File: src/rtl/i2cm_pkg.sv
package i2cm_pkg;

    // Six-bit status codes; the status byte is {code, 2'b00}
    localparam logic [5:0] ST_START   = 6'h02;  // 08h
    localparam logic [5:0] ST_RSTART  = 6'h04;  // 10h
    localparam logic [5:0] ST_AW_ACK  = 6'h06;  // 18h
    localparam logic [5:0] ST_AW_NAK  = 6'h08;  // 20h
    localparam logic [5:0] ST_D_ACK   = 6'h0A;  // 28h
    localparam logic [5:0] ST_D_NAK   = 6'h0C;  // 30h
    localparam logic [5:0] ST_LOST    = 6'h0E;  // 38h
    localparam logic [5:0] ST_AR_ACK  = 6'h10;  // 40h
    localparam logic [5:0] ST_AR_NAK  = 6'h12;  // 48h
    localparam logic [5:0] ST_TMO     = 6'h1E;  // 78h
    localparam logic [5:0] ST_IDLE    = 6'h3E;  // F8h

    typedef enum logic [2:0] {
        E_IDLE,
        E_WAITFREE,
        E_START,
        E_BYTE,
        E_STOP,
        E_HOLD,
        E_FAULT
    } eng_e;

endpackage

File: src/rtl/i2cm_bus_mon.sv
module i2cm_bus_mon #(
    parameter int BUF_QTICKS = 20
) (
    input  logic clk,
    input  logic rst_n,
    input  logic scl_i,
    input  logic sda_i,
    input  logic qtick_i,
    output logic free_o
);
    localparam int CW = $clog2(BUF_QTICKS + 1);
    localparam logic [CW-1:0] FULL = CW'(BUF_QTICKS);

    typedef struct packed {
        logic          scl_p;
        logic          sda_p;
        logic          busy;
        logic [CW-1:0] cnt;
    } mon_t;

    mon_t r_q, r_d;
    logic start_seen, stop_seen;

    always_comb begin
        r_d        = r_q;
        r_d.scl_p  = scl_i;
        r_d.sda_p  = sda_i;
        start_seen = scl_i && r_q.scl_p && r_q.sda_p && !sda_i;
        stop_seen  = scl_i && r_q.scl_p && !r_q.sda_p && sda_i;
        if (stop_seen) begin
            r_d.busy = 1'b0;
            r_d.cnt  = '0;
        end else if (start_seen) begin
            r_d.busy = 1'b1;
        end else if (!r_q.busy && qtick_i && r_q.cnt != FULL) begin
            r_d.cnt = r_q.cnt + 1'b1;
        end
    end

    always_ff @(posedge clk or negedge rst_n) begin
        if (!rst_n) begin
            r_q <= '{scl_p: 1'b1, sda_p: 1'b1, busy: 1'b0, cnt: FULL};
        end else begin
            r_q <= r_d;
        end
    end

    assign free_o = !r_q.busy && (r_q.cnt == FULL);

    // A START seen on the lines makes the bus unavailable next cycle
    p_start_blocks_r3: assert property (@(posedge clk) disable iff (!rst_n)
        start_seen |=> !free_o);

endmodule

File: src/rtl/i2cm_tx_shift.sv
module i2cm_tx_shift #(
    parameter int BYTE_W = 8
) (
    input  logic              clk,
    input  logic              rst_n,
    input  logic              load_i,
    input  logic [BYTE_W-1:0] byte_i,
    input  logic              step_i,
    output logic              bit_o,
    output logic              ack_slot_o
);
    localparam int IW = $clog2(BYTE_W + 1);
    localparam logic [IW-1:0] LAST = IW'(BYTE_W);

    typedef struct packed {
        logic [BYTE_W-1:0] sh;
        logic [IW-1:0]     idx;
    } shf_t;

    shf_t r_q, r_d;

    always_comb begin
        r_d = r_q;
        if (load_i) begin
            r_d.sh  = byte_i;
            r_d.idx = '0;
        end else if (step_i) begin
            r_d.sh  = {r_q.sh[BYTE_W-2:0], 1'b0};
            r_d.idx = r_q.idx + 1'b1;
        end
    end

    always_ff @(posedge clk or negedge rst_n) begin
        if (!rst_n) r_q <= '0;
        else        r_q <= r_d;
    end

    assign bit_o      = r_q.sh[BYTE_W-1];
    assign ack_slot_o = (r_q.idx == LAST);

    // The top never advances past the acknowledge slot
    p_no_step_past_ack_r4: assert property (@(posedge clk) disable iff (!rst_n)
        (step_i && !load_i) |-> !ack_slot_o);

endmodule

File: src/rtl/i2cm_tx_engine.sv
module i2cm_tx_engine
    import i2cm_pkg::*;
#(
    parameter int BYTE_W     = 8,
    parameter int BUF_QTICKS = 20
) (
    input  logic              clk,
    input  logic              rst_n,
    input  logic              ctl_wr_i,
    input  logic              sta_i,
    input  logic              sto_i,
    input  logic [BYTE_W-1:0] tx_byte_i,
    input  logic              qtick_i,
    input  logic              scl_tmo_i,
    input  logic              scl_i,
    input  logic              sda_i,
    output logic              scl_oe_o,
    output logic              sda_oe_o,
    output logic              irq_o,
    output logic              sto_done_o,
    output logic [7:0]        status_o
);
    typedef struct packed {
        eng_e       st;
        logic [1:0] q;
        logic       sda_lo;
        logic       scl_lo;
        logic       si;
        logic [5:0] code;
        logic       in_master;
        logic       is_addr;
        logic       rd;
        logic       chain;
        logic       ack;
        logic       sto_done;
    } eng_t;

    eng_t r_q, r_d;
    logic bus_free, sh_bit, sh_ack, sh_load, sh_step, qadv;

    i2cm_bus_mon #(.BUF_QTICKS(BUF_QTICKS)) u_mon (
        .clk(clk), .rst_n(rst_n), .scl_i(scl_i), .sda_i(sda_i),
        .qtick_i(qtick_i), .free_o(bus_free)
    );

    i2cm_tx_shift #(.BYTE_W(BYTE_W)) u_shift (
        .clk(clk), .rst_n(rst_n), .load_i(sh_load), .byte_i(tx_byte_i),
        .step_i(sh_step), .bit_o(sh_bit), .ack_slot_o(sh_ack)
    );

    function automatic logic [5:0] outcome(input logic addr, input logic rd, input logic ack);
        if (addr && rd) return ack ? ST_AR_ACK : ST_AR_NAK;
        if (addr)       return ack ? ST_AW_ACK : ST_AW_NAK;
        return ack ? ST_D_ACK : ST_D_NAK;
    endfunction

    always_comb begin
        r_d          = r_q;
        r_d.sto_done = 1'b0;
        sh_load      = 1'b0;
        sh_step      = 1'b0;
        // quarter 2 is the SCL-high phase: wait for stretching slaves
        qadv = qtick_i && (r_q.q != 2'd2 || scl_i);

        if (scl_tmo_i && r_q.st != E_IDLE && r_q.st != E_FAULT) begin
            r_d.st        = E_FAULT;
            r_d.code      = ST_TMO;
            r_d.si        = 1'b1;
            r_d.sda_lo    = 1'b0;
            r_d.scl_lo    = 1'b0;
            r_d.in_master = 1'b0;
        end else begin
            case (r_q.st)
                E_IDLE: begin
                    if (ctl_wr_i && sta_i) r_d.st = E_WAITFREE;
                end
                E_WAITFREE: begin
                    if (bus_free) begin
                        r_d.st = E_START;
                        r_d.q  = 2'd0;
                    end
                end
                E_START: begin
                    if (qadv) begin
                        r_d.q = r_q.q + 2'd1;
                        case (r_q.q)
                            2'd0: r_d.sda_lo = 1'b0;
                            2'd1: r_d.scl_lo = 1'b0;
                            2'd2: r_d.sda_lo = 1'b1;
                            default: begin
                                r_d.scl_lo    = 1'b1;
                                r_d.st        = E_HOLD;
                                r_d.si        = 1'b1;
                                r_d.code      = r_q.in_master ? ST_RSTART : ST_START;
                                r_d.in_master = 1'b1;
                            end
                        endcase
                    end
                end
                E_BYTE: begin
                    if (qadv) begin
                        r_d.q = r_q.q + 2'd1;
                        case (r_q.q)
                            2'd0: r_d.sda_lo = sh_ack ? 1'b0 : !sh_bit;
                            2'd1: r_d.scl_lo = 1'b0;
                            2'd2: begin
                                if (sh_ack) begin
                                    r_d.ack = !sda_i;
                                end else if (sh_bit && !sda_i) begin
                                    r_d.st        = E_HOLD;
                                    r_d.code      = ST_LOST;
                                    r_d.si        = 1'b1;
                                    r_d.sda_lo    = 1'b0;
                                    r_d.scl_lo    = 1'b0;
                                    r_d.in_master = 1'b0;
                                    r_d.q         = 2'd0;
                                end
                            end
                            default: begin
                                r_d.scl_lo = 1'b1;
                                if (sh_ack) begin
                                    r_d.st      = E_HOLD;
                                    r_d.si      = 1'b1;
                                    r_d.is_addr = 1'b0;
                                    r_d.code    = outcome(r_q.is_addr, r_q.rd, r_q.ack);
                                end else begin
                                    sh_step = 1'b1;
                                end
                            end
                        endcase
                    end
                end
                E_STOP: begin
                    if (qadv) begin
                        r_d.q = r_q.q + 2'd1;
                        case (r_q.q)
                            2'd0: r_d.sda_lo = 1'b1;
                            2'd1: r_d.scl_lo = 1'b0;
                            2'd2: r_d.sda_lo = 1'b0;
                            default: begin
                                r_d.sto_done  = 1'b1;
                                r_d.in_master = 1'b0;
                                r_d.st        = r_q.chain ? E_WAITFREE : E_IDLE;
                            end
                        endcase
                    end
                end
                E_HOLD: begin
                    if (ctl_wr_i) begin
                        if (r_q.code == ST_START || r_q.code == ST_RSTART) begin
                            sh_load     = 1'b1;
                            r_d.rd      = tx_byte_i[0];
                            r_d.is_addr = 1'b1;
                            r_d.st      = E_BYTE;
                        end else if (r_q.code == ST_LOST) begin
                            r_d.st = sta_i ? E_WAITFREE : E_IDLE;
                        end else begin
                            case ({sta_i, sto_i})
                                2'b00: begin
                                    if (r_q.code != ST_AR_ACK && r_q.code != ST_AR_NAK) begin
                                        sh_load     = 1'b1;
                                        r_d.rd      = 1'b0;
                                        r_d.is_addr = 1'b0;
                                        r_d.st      = E_BYTE;
                                    end
                                end
                                2'b10:   r_d.st = E_START;
                                2'b01: begin
                                    r_d.st    = E_STOP;
                                    r_d.chain = 1'b0;
                                end
                                default: begin
                                    r_d.st    = E_STOP;
                                    r_d.chain = 1'b1;
                                end
                            endcase
                        end
                        if (r_d.st != E_HOLD) begin
                            r_d.si   = 1'b0;
                            r_d.code = ST_IDLE;
                            r_d.q    = 2'd0;
                        end
                    end
                end
                default: ;  // E_FAULT holds until reset
            endcase
        end
    end

    always_ff @(posedge clk or negedge rst_n) begin
        if (!rst_n) begin
            r_q      <= '0;
            r_q.st   <= E_IDLE;
            r_q.code <= ST_IDLE;
        end else begin
            r_q <= r_d;
        end
    end

    assign status_o   = {r_q.code, 2'b00};
    assign irq_o      = r_q.si;
    assign scl_oe_o   = r_q.scl_lo;
    assign sda_oe_o   = r_q.sda_lo;
    assign sto_done_o = r_q.sto_done;

    p_idle_no_irq_r1: assert property (@(posedge clk) disable iff (!rst_n)
        (status_o == 8'hF8) |-> !irq_o);

    p_suspend_holds_scl_r11: assert property (@(posedge clk) disable iff (!rst_n)
        (irq_o && status_o != 8'h38 && status_o != 8'h78) |-> scl_oe_o);

    p_sda_moves_scl_low_r4: assert property (@(posedge clk) disable iff (!rst_n)
        (r_q.st == E_BYTE && $past(r_q.st) == E_BYTE && r_q.sda_lo != $past(r_q.sda_lo))
        |-> $past(r_q.scl_lo));

    p_stop_returns_idle_r7: assert property (@(posedge clk) disable iff (!rst_n)
        sto_done_o |-> (status_o == 8'hF8 && !irq_o && !scl_oe_o && !sda_oe_o));

    p_lost_releases_r8: assert property (@(posedge clk) disable iff (!rst_n)
        (status_o == 8'h38) |-> (!sda_oe_o && !scl_oe_o));

    p_timeout_sticky_r10: assert property (@(posedge clk) disable iff (!rst_n)
        (status_o == 8'h78) |=> (status_o == 8'h78 && irq_o));

endmodule

File: config.mk
export PLATFORM = sky130hd
export DESIGN_NAME = i2cm_tx_engine
export DESIGN_NICKNAME = d
export VERILOG_FILES = /design/src/rtl/i2cm_pkg.sv /design/src/rtl/i2cm_bus_mon.sv /design/src/rtl/i2cm_tx_shift.sv /design/src/rtl/i2cm_tx_engine.sv
export SDC_FILE = /design/constraint.sdc
export NUM_CORES = 1
export LEC_CHECK = 0
export ABC_AREA = 1
export ABC_CLOCK_PERIOD_IN_PS = 2720
export BUFFER_PORTS_ARGS = -buffer_cell sky130_fd_sc_hd__buf_2
export CAP_MARGIN = 20
export CORE_MARGIN = 2
export CORE_UTILIZATION = 55
export CTS_CLUSTER_DIAMETER = 50
export DETAILED_ROUTE_END_ITERATION = 6
export PLACE_DENSITY = 0.75
export SLEW_MARGIN = 20
export SYNTH_ARGS = -nofsm -noshare
export SYNTH_HDL_FRONTEND = slang
export SYNTH_SLANG_ARGS = --single-unit
File: constraint.sdc
create_clock -name clk -period 2.72 [get_ports clk]
set_clock_uncertainty 0.15 [all_clocks]
set_input_delay 0.544 -clock clk [delete_from_list [all_inputs] [get_ports clk]]
set_output_delay 0.544 -clock clk [all_outputs]
set_load 0.01 [all_outputs]
==> results by stage, run 1 <==
Route:
- After detailed routing, the average wire length per cell comes to 13.2 µm.
- After detailed routing, the number of remaining DRC violations is 0.
- Summing over every cut layer, the via total after detailed routing is 2571.
- The routed via count divided by cell count is 5.20.
- The number of detailed-routing iterations run before antenna repair is 4.
- The count of nets left with antenna violations once routing finished came out at 0.
- The total routed wirelength is 6530 µm.
- The number of DRC violations after detailed-routing iteration 0 is 169.

Timing:
- For the pin with the worst max-slew slack, the measured transition is 0.855 ns.
- The hold violation count in the final report is 0.
- Setup total negative slack on the finished layout was measured at 0 ns.
- The max-slew violation count was 0.
- Measured against its own limit, the worst slew margin works out to 43.0%.
- Setup repair after global routing left no endpoint under its margin.
- The minimum clock period is 2.20 ns.
- The minimum hold slack is 0.198 ns.
- The final setup violation count is 0.
- Based on the critical path, the design can be clocked at up to 455 MHz.
- The post-route clock period utilization is 80.7%.

GRT:
- The residual overflow from global routing is 0.
- The number of antenna violations at the first check in global routing was 0.
- Entering global routing, the biggest net connects 40 pins.
- The first-pass GRT wire length is 10900 µm.
- The number of global-route vias before repair is 2345.
- The aggregate global-route resource usage is 25.4%.

Logic synthesis:
- The total of warnings raised by yosys is 0.
- The dominant synthesized flop cell is dfrtp_1.
- Averaged over all synthesized cells, the footprint is 7.03 µm².
- Synthesis instantiated 38 different standard cells from the library.
- The synthesized netlist devotes 8.37% of its cell area to compound gates.
- Counting flops with a built-in enable in the synthesized netlist gives 0.
- The post-synthesis share of cell area spent on and, or, nand and nor gates is 39.3%.
- After technology mapping, the gate count stands at 402.
- The dominant combinational cell family by area after synthesis is simple AND/OR/NAND/NOR gates.
- Of the total synthesized cell area, the portion taken by full adders, half adders and majority gates is 4.87%.
- The synthesized netlist devotes 0.930% of its cell area to XOR and XNOR gates.
- The multiplexer fraction of the synthesized cell area is 0%.
- The post-synthesis sequential element count is 39.
- The cell area after technology mapping is 0.00283 mm².
- The async set-or-reset flop fraction in the synthesized netlist is 100%.
- Of the synthesized area, sequential elements account for 34.9%.

Power and ir drop:
- The internal portion of total power is 1600 µW.
- The worst voltage drop across the vdd grid is 0.370 mV.
- The share of total power in the clock network is 12.4%.
- The portion of total power attributed to sequential cells is 33.3%.
- The areal power density over the cells is 1050 mW/mm².
- The leakage power summed over all cells is 0.00163 µW.
- The analysis attributes to net switching a power of 1570 µW.
- The switching share of total power is 49.5%.
- The power share of the combinational group is 54.3%.

Setup path:
- The startpoint kind of the worst setup timing path is a flop.
- Among all stages on the critical path, the largest delay is contributed by dfrtp_1.
- For flop-to-flop paths, the worst setup slack is 0.52 ns.
- The start-to-end type of the worst setup path is flop to flop.
- At the worst endpoint, the required time is 2.77 ns.
- The largest single stage delay on the critical path is 0.70 ns.
- The worst setup path is captured at a flop.
- For the worst setup path, the data arrival time is 2.24 ns.
- Of all nets on the critical path, the largest fanout is 18.
- The signal on the critical path passes through nand3_2 > nand3_4 > nand2_1 > nor2_4 > nor2_2 > a21oi_1 > inv_2.

Floorplanning:
- For this configuration, the core starts out at a cell density of 56.1%.
- The die area is 0.00573 mm².
- The die span in y is 75.7 µm.
- The standard-cell row count is 26.
- The total I/O pin count is 29.
- The die is 75.7 µm wide.
- The total area inside the core boundary comes to 0.00504 mm².

Place:
- Input and output buffers added on the ports amount to 25.
- The detailed placer's ending HPWL is 5010 µm.
- The weighted congestion reported at the end of routability-driven placement is 1.04.

Layout:
- The multi-input gate area in the final layout is 0.00152 mm².
- In the final layout, flip-flops and latches occupy 987 µm².
- The most common cell after layout, fill and taps aside is nand2_1.
- The antenna diode count is 0.
- After the last flow step, the layout net total stands at 451.
- The number of fill cells is 503.
- The area growth from synthesis to layout is 6.99%.
- Leaving out fill and tap cells, the most frequent cells in the layout are nand2_1 (128), inv_1 (43), nand3_1 (42).
- The fraction of final layout cells sized beyond drive strength 1 is 17.9%.

Clocking:
- The CTS tree is built.
- The tree is rooted in a clkbuf_8.
- Counting the buffers created by CTS gives 5.
- The number of setup buffers added after CTS is 0.
- The tree built by TritonCTS fans out to 39 sinks.
- CTS built an H-tree with a depth of 2.
- The cts-stage hold buffer count is 0.
- The post-cts repair resize count is 0.
- The later pin in the worst-skew pair is clocked with a latency of 0.30 ns.
- The clock transition time at the flip-flop clock pins of the worst setup and hold paths is 0.08 ns.
- The clock passes through at most 2 buffers.

Run status:
- The run finished with clean final reports.

Run:
- The reported max-cap violation count is 0.

Hold path:
- The path class of the lowest-slack min-delay path is input port to async pin.
==> sequential cells by signal (all words and copies together), names as in the netlist <==
register,count
u_shift.bit_o,1
u_shift.r_q,11
sto_done_o,1
sda_oe_o,1
status_o,5
u_mon.r_q,8
r_q,10
scl_oe_o,1
irq_o,1
==> critical path: cells and delay by family, from the launching register on <==
family | cells | cell delay (ns)
simple gates | 5 | 1.00
flops | 1 | 0.70
compound gates | 1 | 0.20
buf+inv | 1 | 0.04
==> worst paths after layout <==
kind | from | end | cells after the start
worst max-delay path | r_q[18]$_DFFE_PN0P_ | u_shift.r_q[10]$_DFFE_PN0P_ | 7
worst min-delay path | rst_n | u_shift.r_q[6]$_DFFE_PN0P_ | 1
worst max register to register | r_q[18]$_DFFE_PN0P_ | u_shift.r_q[10]$_DFFE_PN0P_ | 7
worst min register to register | irq_o$_DFFE_PN0P_ | irq_o$_DFFE_PN0P_ | 2
max in group asynchronous | rst_n | r_q[17]$_DFFE_PN0P_ | 1
min in group clk | sda_i | u_mon.r_q[6]$_DFF_PN1_ | 1
==> area by class of cell <==
class | count | area share, %
Clock buffer | 6 | 2.40
Clock inverter | 2 | 0.455
Inverter | 55 | 6.91
Multi-Input combinational cell | 296 | 50.3
Sequential cell | 39 | 32.6
Tap cell | 70 | 2.90
Timing Repair Buffer | 26 | 4.39
==> routing by layer <==
metal	vias to the layer above	part of all wire, %	global-route usage [%]
li1	1311	-	-
met1	1189	47	34.9
met2	54	46	39.3
met3	17	3.7	4.10
met4	0	3.2	11.7
met5	-	0	0
==> through the flow <==
stage,total power [µW],utilization (%),instance area (µm²),setup slack (ns),cells
after floorplan,2450,-,2830,0.838,404
final,3180,60.0,3020,0.524,494
after global placement,2760,58.3,2940,0.523,486
after CTS,3190,60.0,3020,0.529,494
after global routing,3520,60.0,3020,0.326,494
after detailed placement,2780,58.3,2940,0.532,486
==> logic make-up (layout without fill, tap and decap cells) <==
group	count (synthesis)	after routing
buffers and inverters	69	89
xor gates and xnor gates	3	3
other	1	3
and+or+nand+nor	239	239
DFF	39	39
AOI/OAI and AO/OA	40	40
adders and majority gates	11	11
==> Yosys cell counts (all sizes together), types with 5 or more instances <==
master	number	area share, %
nand2	134	19
nand4	5	1.1
a21oi	8	1.5
dfstp	9	8.4
ha	11	4.9
nor2	44	7.6
nor3	8	1.8
inv	54	7.3
o21ai	24	4.4
buf	13	4.0
nand3	47	10
dfrtp	30	27
==> power by group through the flow <==
stage	Sequential (µW)	Clock, µW	Combinational (µW)
floorplan	970	0	1480
global placement	1070	0	1700
detailed placement	1070	0	1710
CTS	1060	405	1720
global route	1090	427	2000
finish	1060	395	1720
No activity file was read; power rests on OpenSTA's default activity.
==> inputs of run 2 (changes only) <==
--- a/config.mk
+++ b/config.mk
@@ -6,7 +6,7 @@
 export NUM_CORES = 1
 export LEC_CHECK = 0
 export ABC_AREA = 1
-export ABC_CLOCK_PERIOD_IN_PS = 2720
+export ABC_CLOCK_PERIOD_IN_PS = 2100
 export BUFFER_PORTS_ARGS = -buffer_cell sky130_fd_sc_hd__buf_2
 export CAP_MARGIN = 20
 export CORE_MARGIN = 2
==> constraint.sdc (replaced) <==
create_clock -name clk -period 2.1 [get_ports clk]
set_clock_uncertainty 0.15 [all_clocks]
set_input_delay 0.42 -clock clk [delete_from_list [all_inputs] [get_ports clk]]
set_output_delay 0.42 -clock clk [all_outputs]
set_load 0.01 [all_outputs]
==> results by stage, run 2 (synthesis gave the netlist of run 1 again) <==
Route:
- The number of detailed-routing iterations run before antenna repair was 4 (unchanged).
- The total met2 wirelength after detailed routing is 3120 µm (was 3010 µm).
- The number of DRC violations after detailed-routing iteration 0 is 252 (was 169).
- The length of routed wiring on met1 was 2970 µm (was 3060 µm).
- The total routed wirelength is 6610 µm (was 6530 µm).
- The average detailed-routed wire length per instance is 13.0 µm (was 13.2 µm).
- The met3 wirelength from detailed routing was 354 µm (was 241 µm).
- The highest metal layer used by the detailed router is met4 (unchanged).
- The number of DRC violations after detailed routing came to 0 (unchanged).
- The routed via count divided by cell count came to 5.11 (was 5.20).
- The detailed-route via count came to 2604 (was 2571).
- The remaining antenna violation count is 0 (unchanged).

Layout:
- The fraction of final layout cells sized beyond drive strength 1 is 22.0% (was 17.9%).
- The post-layout net count came to 467 (was 451).
- The most common cell after layout, fill and taps aside is nand2_1 (unchanged).
- The final core area utilization is 63.1% (was 60.0%).
- The antenna diode count was 0 (unchanged).
- Biggest regs: u_shift.r_q: 11 flops, r_q: 10 flops, u_mon.r_q: 8 flops (unchanged).
- The top register by number of flip-flops is u_shift.r_q (unchanged).
- The number of flip-flops in the largest register is 11 (unchanged).
- Commonest cells after routing, fill and taps aside: nand2_1 (127), inv_1 (43), nand3_1 (42) (was nand2_1 (128), inv_1 (43), nand3_1 (42)).
- The area growth from synthesis to layout is 12.5% (was 6.99%).
- The summed area of non-filler cells in the final layout is 0.00318 mm² (was 0.00302 mm²).

Floorplanning:
- The total I/O pin count came to 29 (unchanged).
- The starting utilization of the core area is 56.1% (unchanged).
- The die span in y is 75.7 µm (unchanged).
- The floorplan core area is 0.00504 mm² (unchanged).
- The standard-cell row count is 26 (unchanged).
- The x dimension of the die came to 75.7 µm (unchanged).
- The die area is 0.00573 mm² (unchanged).

Clocking:
- The CTS tree was built (unchanged).
- The total clock buffers created by CTS is 5 (unchanged).
- The source-to-sink clock delay at the later pin of the worst-skew pair is 0.32 ns (was 0.30 ns).
- The maximum clock path buffer count is 2 (unchanged).
- The cell chosen for the clock root was clkbuf_8 (unchanged).
- The total clock sinks is 39 (unchanged).
- The clock transition time at the flip-flop clock pins of the worst setup and hold paths is 0.09 ns (was 0.08 ns).
- The number of H-tree levels is 2 (unchanged).

Timing:
- The max-slew violation count was 0 (unchanged).
- The post-route clock period utilization came to 91.9% (was 80.7%).
- The sum of negative setup slack is 0 ns (unchanged).
- The minimum clock period came to 1.93 ns (was 2.20 ns).
- The hold violation count in the final report was 0 (unchanged).
- The final setup violation count was 0 (unchanged).
- The final worst setup slack is 0.171 ns (was 0.524 ns).
- Unrepaired setup endpoints after global routing: no (unchanged).
- The maximum frequency from static timing analysis is 518 MHz (was 455 MHz).

Setup path:
- The startpoint kind of the worst setup timing path is a flop (unchanged).
- The largest fanout on the critical path was 8 (was 18).
- Worst path cell trace: inv_1 > nor2_1 > nand2_1 > nand2_1 > nand2_1 > nand2_1 > nor2_4 > nor2_2 > inv_2 > o21ai_1 (was nand3_2 > nand3_4 > nand2_1 > nor2_4 > nor2_2 > a21oi_1 > inv_2).
- The critical path arrival was 2.03 ns (was 2.24 ns).
- The slowest cell on the critical path is dfstp_2 (was dfrtp_1).
- The largest stage delay on the critical path came to 0.56 ns (was 0.70 ns).
- The capturing element type of the critical path was a flop (unchanged).
- The start-to-end type of the worst setup path is flop to flop (unchanged).
- The worst setup slack for register-to-register paths is 0.17 ns (was 0.52 ns).
- The worst endpoint required time is 2.20 ns (was 2.77 ns).
- Among the stages of the critical path, the cell type that occurs most often is nand2_1.

GRT:
- The number of global-route vias before repair is 2436 (was 2345).
- The number of antenna violations at the first check in global routing was 0 (unchanged).
- The first-pass GRT wire length is 11100 µm (was 10900 µm).
- The pin count of the biggest net entering global routing is 21 (was 40).
- The aggregate global-route resource usage was 25.9% (was 25.4%).
- The residual overflow from global routing is 0 (unchanged).

Place:
- The weighted congestion reported at the end of routability-driven placement was 0.973 (was 1.04).
- The number of buffers inserted by port buffering is 25 (unchanged).
- The detailed placer's ending HPWL is 5260 µm (was 5010 µm).
- The placement-stage worst setup slack is 0.0781 ns (was 0.532 ns).
- The standard cell area after detailed placement is 0.00305 mm² (was 0.00294 mm²).

Power and ir drop:
- The switching share of total power is 48.8% (was 49.5%).
- The share of total power in the clock network is 12.6% (was 12.4%).
- The portion of total power attributed to sequential cells came to 30.6% (was 33.3%).
- The power share of the combinational group is 56.8% (was 54.3%).
- The worst voltage drop across the vdd grid is 0.572 mV (was 0.370 mV).
- The areal power density over the cells is 1370 mW/mm² (was 1050 mW/mm²).
- The leakage power summed over all cells is 0.00170 µW (was 0.00163 µW).
- The switching power is 2130 µW (was 1570 µW).
- The internal portion of total power is 2240 µW (was 1600 µW).

Run:
- The reported max-cap violation count is 0 (unchanged).

Hold path:
- The path class of the lowest-slack min-delay path is input port to flop (was input port to async pin).

Run status:
- Run status: finished, final reports clean (unchanged).
## run 2: worst max-delay path, delay by kind of cell (launching register included)
kind / cells / cell delay, ns
AOI/OAI and AO/OA: 1 / 0.13
DFF: 1 / 0.56
and+or+nand+nor: 7 / 0.89
buffers and inverters: 2 / 0.13
## run 2: worst paths after layout
check / startpoint / endpoint / cells past startpoint
worst max-delay path: status_o[6]$_DFFE_PN1P_ / u_shift.r_q[0]$_DFFE_PN0P_ / 10
worst min-delay path: sda_i / u_mon.r_q[6]$_DFF_PN1_ / 1
worst max register to register: status_o[6]$_DFFE_PN1P_ / u_shift.r_q[0]$_DFFE_PN0P_ / 10
worst min register to register: irq_o$_DFFE_PN0P_ / irq_o$_DFFE_PN0P_ / 2
max in group asynchronous: rst_n / status_o[4]$_DFFE_PN1P_ / 3
min in group asynchronous: rst_n / u_shift.r_q[7]$_DFFE_PN0P_ / 2
## run 2: power groups by stage
stage / clock, µW / sequential (µW) / combinational (µW)
after floorplan: 0 / 1260 / 1910
after global placement: 0 / 1330 / 2370
after detailed placement: 0 / 1350 / 2410
after CTS: 563 / 1330 / 2420
after global routing: 587 / 1380 / 2840
final: 549 / 1340 / 2480
## run 2: metrics by stage
stage          cells  power, µW  hold slack (ns)
6_report         510       4370           0.0933
5_1_grt          510       4800           0.0938
4_1_cts          508       4320           0.0865
3_5_place_dp     499       3760            0.254
3_3_place_gp     499       3710            0.255
2_1_floorplan    404       3170          -0.0256
## run 2: layer usage
layer | up-vias | GRT usage [%]
met1 | 1168 | 33.1
met4 | 0 | 12.3
met2 | 74 | 42.6
met5 | - | 0
met3 | 17 | 4.50
li1 | 1345 | -
## run 2: cell type report
type | count | area (µm²)
Clock inverter | 3 | 23.8
Timing Repair Buffer | 42 | 268
Multi-Input combinational cell | 296 | 1530
Inverter | 55 | 209
Fill cell | 475 | 1860
Sequential cell | 39 | 990
Tap cell | 70 | 87.6
Clock buffer | 5 | 68.8
## run 2: timing repair
| item | in CTS | in global routing |
|---|---|---|
| endpoints found under the setup margin | 0 | 15 |
| gates resized for setup | 0 | 7 |
| hold buffers | 1 | 0 |
| setup buffers | 0 | 2 |
| endpoints found under the hold margin | 15 | 0 |
==> inputs of run 3 (changes only) <==
--- a/config.mk
+++ b/config.mk
@@ -13,8 +13,8 @@
 export CORE_UTILIZATION = 55
 export CTS_CLUSTER_DIAMETER = 50
 export DETAILED_ROUTE_END_ITERATION = 6
-export PLACE_DENSITY = 0.75
-export SLEW_MARGIN = 20
+export PLACE_DENSITY = 0.87
+export SLEW_MARGIN = 25
 export SYNTH_ARGS = -nofsm -noshare
 export SYNTH_HDL_FRONTEND = slang
 export SYNTH_SLANG_ARGS = --single-unit
==> results by stage, run 3 (synthesis gave the netlist of run 1 again) <==
Clocking:
- The clock transition time at the flip-flop clock pins of the worst setup and hold paths is 0.08 ns (was 0.09 ns).
- The number of H-tree levels was 2 (unchanged).
- The cts-stage hold buffer count is 0 (was 1).
- The CTS tree was built (unchanged).
- The total clock buffers created by CTS was 5 (unchanged).
- The source-to-sink clock delay at the later pin of the worst-skew pair is 0.29 ns (was 0.32 ns).
- The total clock sinks is 39 (unchanged).
- The maximum clock path buffer count is 2 (unchanged).
- The cell chosen for the clock root is clkbuf_8 (unchanged).

Route:
- The number of detailed-routing iterations run before antenna repair is 5 (was 4).
- The average detailed-routed wire length per instance is 12.6 µm (was 13.0 µm).
- The remaining antenna violation count is 0 (unchanged).
- The detailed-route via count is 2680 (was 2604).
- The routed via count divided by cell count was 5.25 (was 5.11).
- The number of DRC violations after detailed-routing iteration 0 is 240 (was 252).
- The number of DRC violations after detailed routing is 0 (unchanged).
- The total routed wirelength was 6410 µm (was 6610 µm).

Floorplanning:
- The total I/O pin count is 29 (unchanged).
- The x dimension of the die is 75.7 µm (unchanged).
- The floorplan core area is 0.00504 mm² (unchanged).
- The standard-cell row count is 26 (unchanged).
- The starting utilization of the core area is 56.1% (unchanged).
- The die area is 0.00573 mm² (unchanged).
- The die span in y is 75.7 µm (unchanged).

Setup path:
- The slowest cell on the critical path is dfrtp_1 (was dfstp_2).
- The kind of cell with the highest combined delay on the critical path is simple AND/OR/NAND/NOR gates (unchanged).
- The capturing element type of the critical path is a flop (unchanged).
- The largest fanout on the critical path is 7 (was 8).
- The start-to-end type of the worst setup path is flop to flop (unchanged).
- The largest stage delay on the critical path came to 0.41 ns (was 0.56 ns).
- The worst setup slack for register-to-register paths is 0.13 ns (was 0.17 ns).
- Worst path cell trace: inv_2 > ha_1 > buf_4 > nand4_1 > nor2_1 > nand2_2 > nand2_2 > inv_2 > nand3_4 > nor2_8 > nand2_4 > nand2_1 > nand2_1 (was inv_1 > nor2_1 > nand2_1 > nand2_1 > nand2_1 > nand2_1 > nor2_4 > nor2_2 > inv_2 > o21ai_1).
- The startpoint kind of the worst setup timing path is a flop (unchanged).
- The critical path arrival is 2.00 ns (was 2.03 ns).
- The buffers plus inverters on the worst setup path is 3 (was 2).
- The worst endpoint required time came to 2.13 ns (was 2.20 ns).

Place:
- The number of buffers inserted by port buffering is 25 (unchanged).
- The detailed placer's ending HPWL is 4820 µm (was 5260 µm).
- The weighted congestion reported at the end of routability-driven placement came to 0.970 (was 0.973).

Power and ir drop:
- The overall power of the completed layout is 4320 µW (was 4370 µW).
- The worst voltage drop across the vdd grid was 0.663 mV (was 0.572 mV).
- The areal power density over the cells was 1370 mW/mm² (about the same).
- The leakage power summed over all cells was 0.00170 µW (about the same).

GRT:
- The residual overflow from global routing was 0 (unchanged).
- The pin count of the biggest net entering global routing came to 40 (was 21).
- The first-pass GRT wire length came to 10600 µm (was 11100 µm).
- The aggregate global-route resource usage is 23.9% (was 25.9%).
- The number of global-route vias before repair is 2478 (was 2436).
- The number of antenna violations at the first check in global routing was 0 (unchanged).

Layout:
- Biggest regs: u_shift.r_q: 11 flops, r_q: 10 flops, u_mon.r_q: 8 flops (unchanged).
- The number of flip-flops in the largest register is 11 (unchanged).
- The most common cell after layout, fill and taps aside is nand2_1 (unchanged).
- The top register by number of flip-flops is u_shift.r_q (unchanged).
- The fraction of final layout cells sized beyond drive strength 1 came to 22.0% (unchanged).
- The antenna diode count is 0 (unchanged).
- Commonest cells after routing, fill and taps aside: nand2_1 (126), inv_1 (42), nand3_1 (42) (was nand2_1 (127), inv_1 (43), nand3_1 (42)).
- The area growth from synthesis to layout came to 11.6% (was 12.5%).
- The post-layout net count is 467 (unchanged).
- The number of fill cells came to 445 (was 475).

Timing:
- The max-slew violation count is 0 (unchanged).
- Unrepaired setup endpoints after global routing: no (unchanged).
- The sum of negative setup slack is 0 ns (unchanged).
- The minimum clock period is 1.97 ns (was 1.93 ns).
- The post-route clock period utilization is 93.9% (was 91.9%).
- The hold violation count in the final report is 0 (unchanged).
- The final setup violation count is 0 (unchanged).
- The maximum frequency from static timing analysis is 507 MHz (was 518 MHz).

Run status:
- Run status: finished, final reports clean (unchanged).

Run:
- The reported max-cap violation count is 0 (unchanged).

Hold path:
- The path class of the lowest-slack min-delay path is input port to async pin (was input port to flop).
run 3: routing by layer:
layer / share of wire [%] / vias up / global-route usage [%]
li1: - / 1343 / -
met1: 45 / 1242 / 29.7
met2: 48 / 74 / 41.6
met3: 4.7 / 21 / 4.50
met4: 2.5 / 0 / 8.38
met5: 0 / - / 0
run 3: through the flow:
stage | hold WS (ns) | utilization, % | setup WS, ns | instances | area [µm²]
floorplan | -0.0256 | - | 0.218 | 404 | 2830
global placement | 0.319 | 59.3 | 0.142 | 493 | 2990
detailed placement | 0.320 | 59.3 | 0.0647 | 493 | 2990
CTS | 0.0327 | 60.9 | 0.0362 | 501 | 3070
global route | 0.0620 | 62.6 | 0.0166 | 510 | 3150
finish | 0.0174 | 62.6 | 0.129 | 510 | 3150
run 3: timing repair:
item	in CTS	in global routing
setup endpoints to repair	0	16
setup buffers	0	9
resized for setup	0	7
run 3: cell type report:
cell class | instances | area, µm² | share of cell area [%]
Timing Repair Buffer | 42 | 253 | 8.01
Clock buffer | 7 | 76.3 | 2.42
Sequential cell | 39 | 990 | 31.4
Tap cell | 70 | 87.6 | 2.78
Multi-Input combinational cell | 296 | 1530 | 48.6
Inverter | 55 | 209 | 6.62
Clock inverter | 1 | 5.00 | 0.159
run 3: path summary, 6_finish.rpt:
kind,start,cells past startpoint,end
setup / recovery,r_q[15]$_DFFE_PN0P_,13,irq_o$_DFFE_PN0P_
setup reg to reg,r_q[15]$_DFFE_PN0P_,13,irq_o$_DFFE_PN0P_
hold reg to reg,status_o[6]$_DFFE_PN1P_,2,status_o[6]$_DFFE_PN1P_
max in group asynchronous,rst_n,2,status_o[3]$_DFFE_PN1P_
hold / removal,rst_n,2,u_shift.r_q[6]$_DFFE_PN0P_
min in group clk,scl_i,1,u_mon.r_q[7]$_DFF_PN1_
run 3: report_power, final:
part           leakage, µW  internal, µW  total [µW]  switching [µW]
Sequential        0.000475          1080        1350             265
Clock            0.0000422           233         485             252
Combinational      0.00118           920        2490            1570
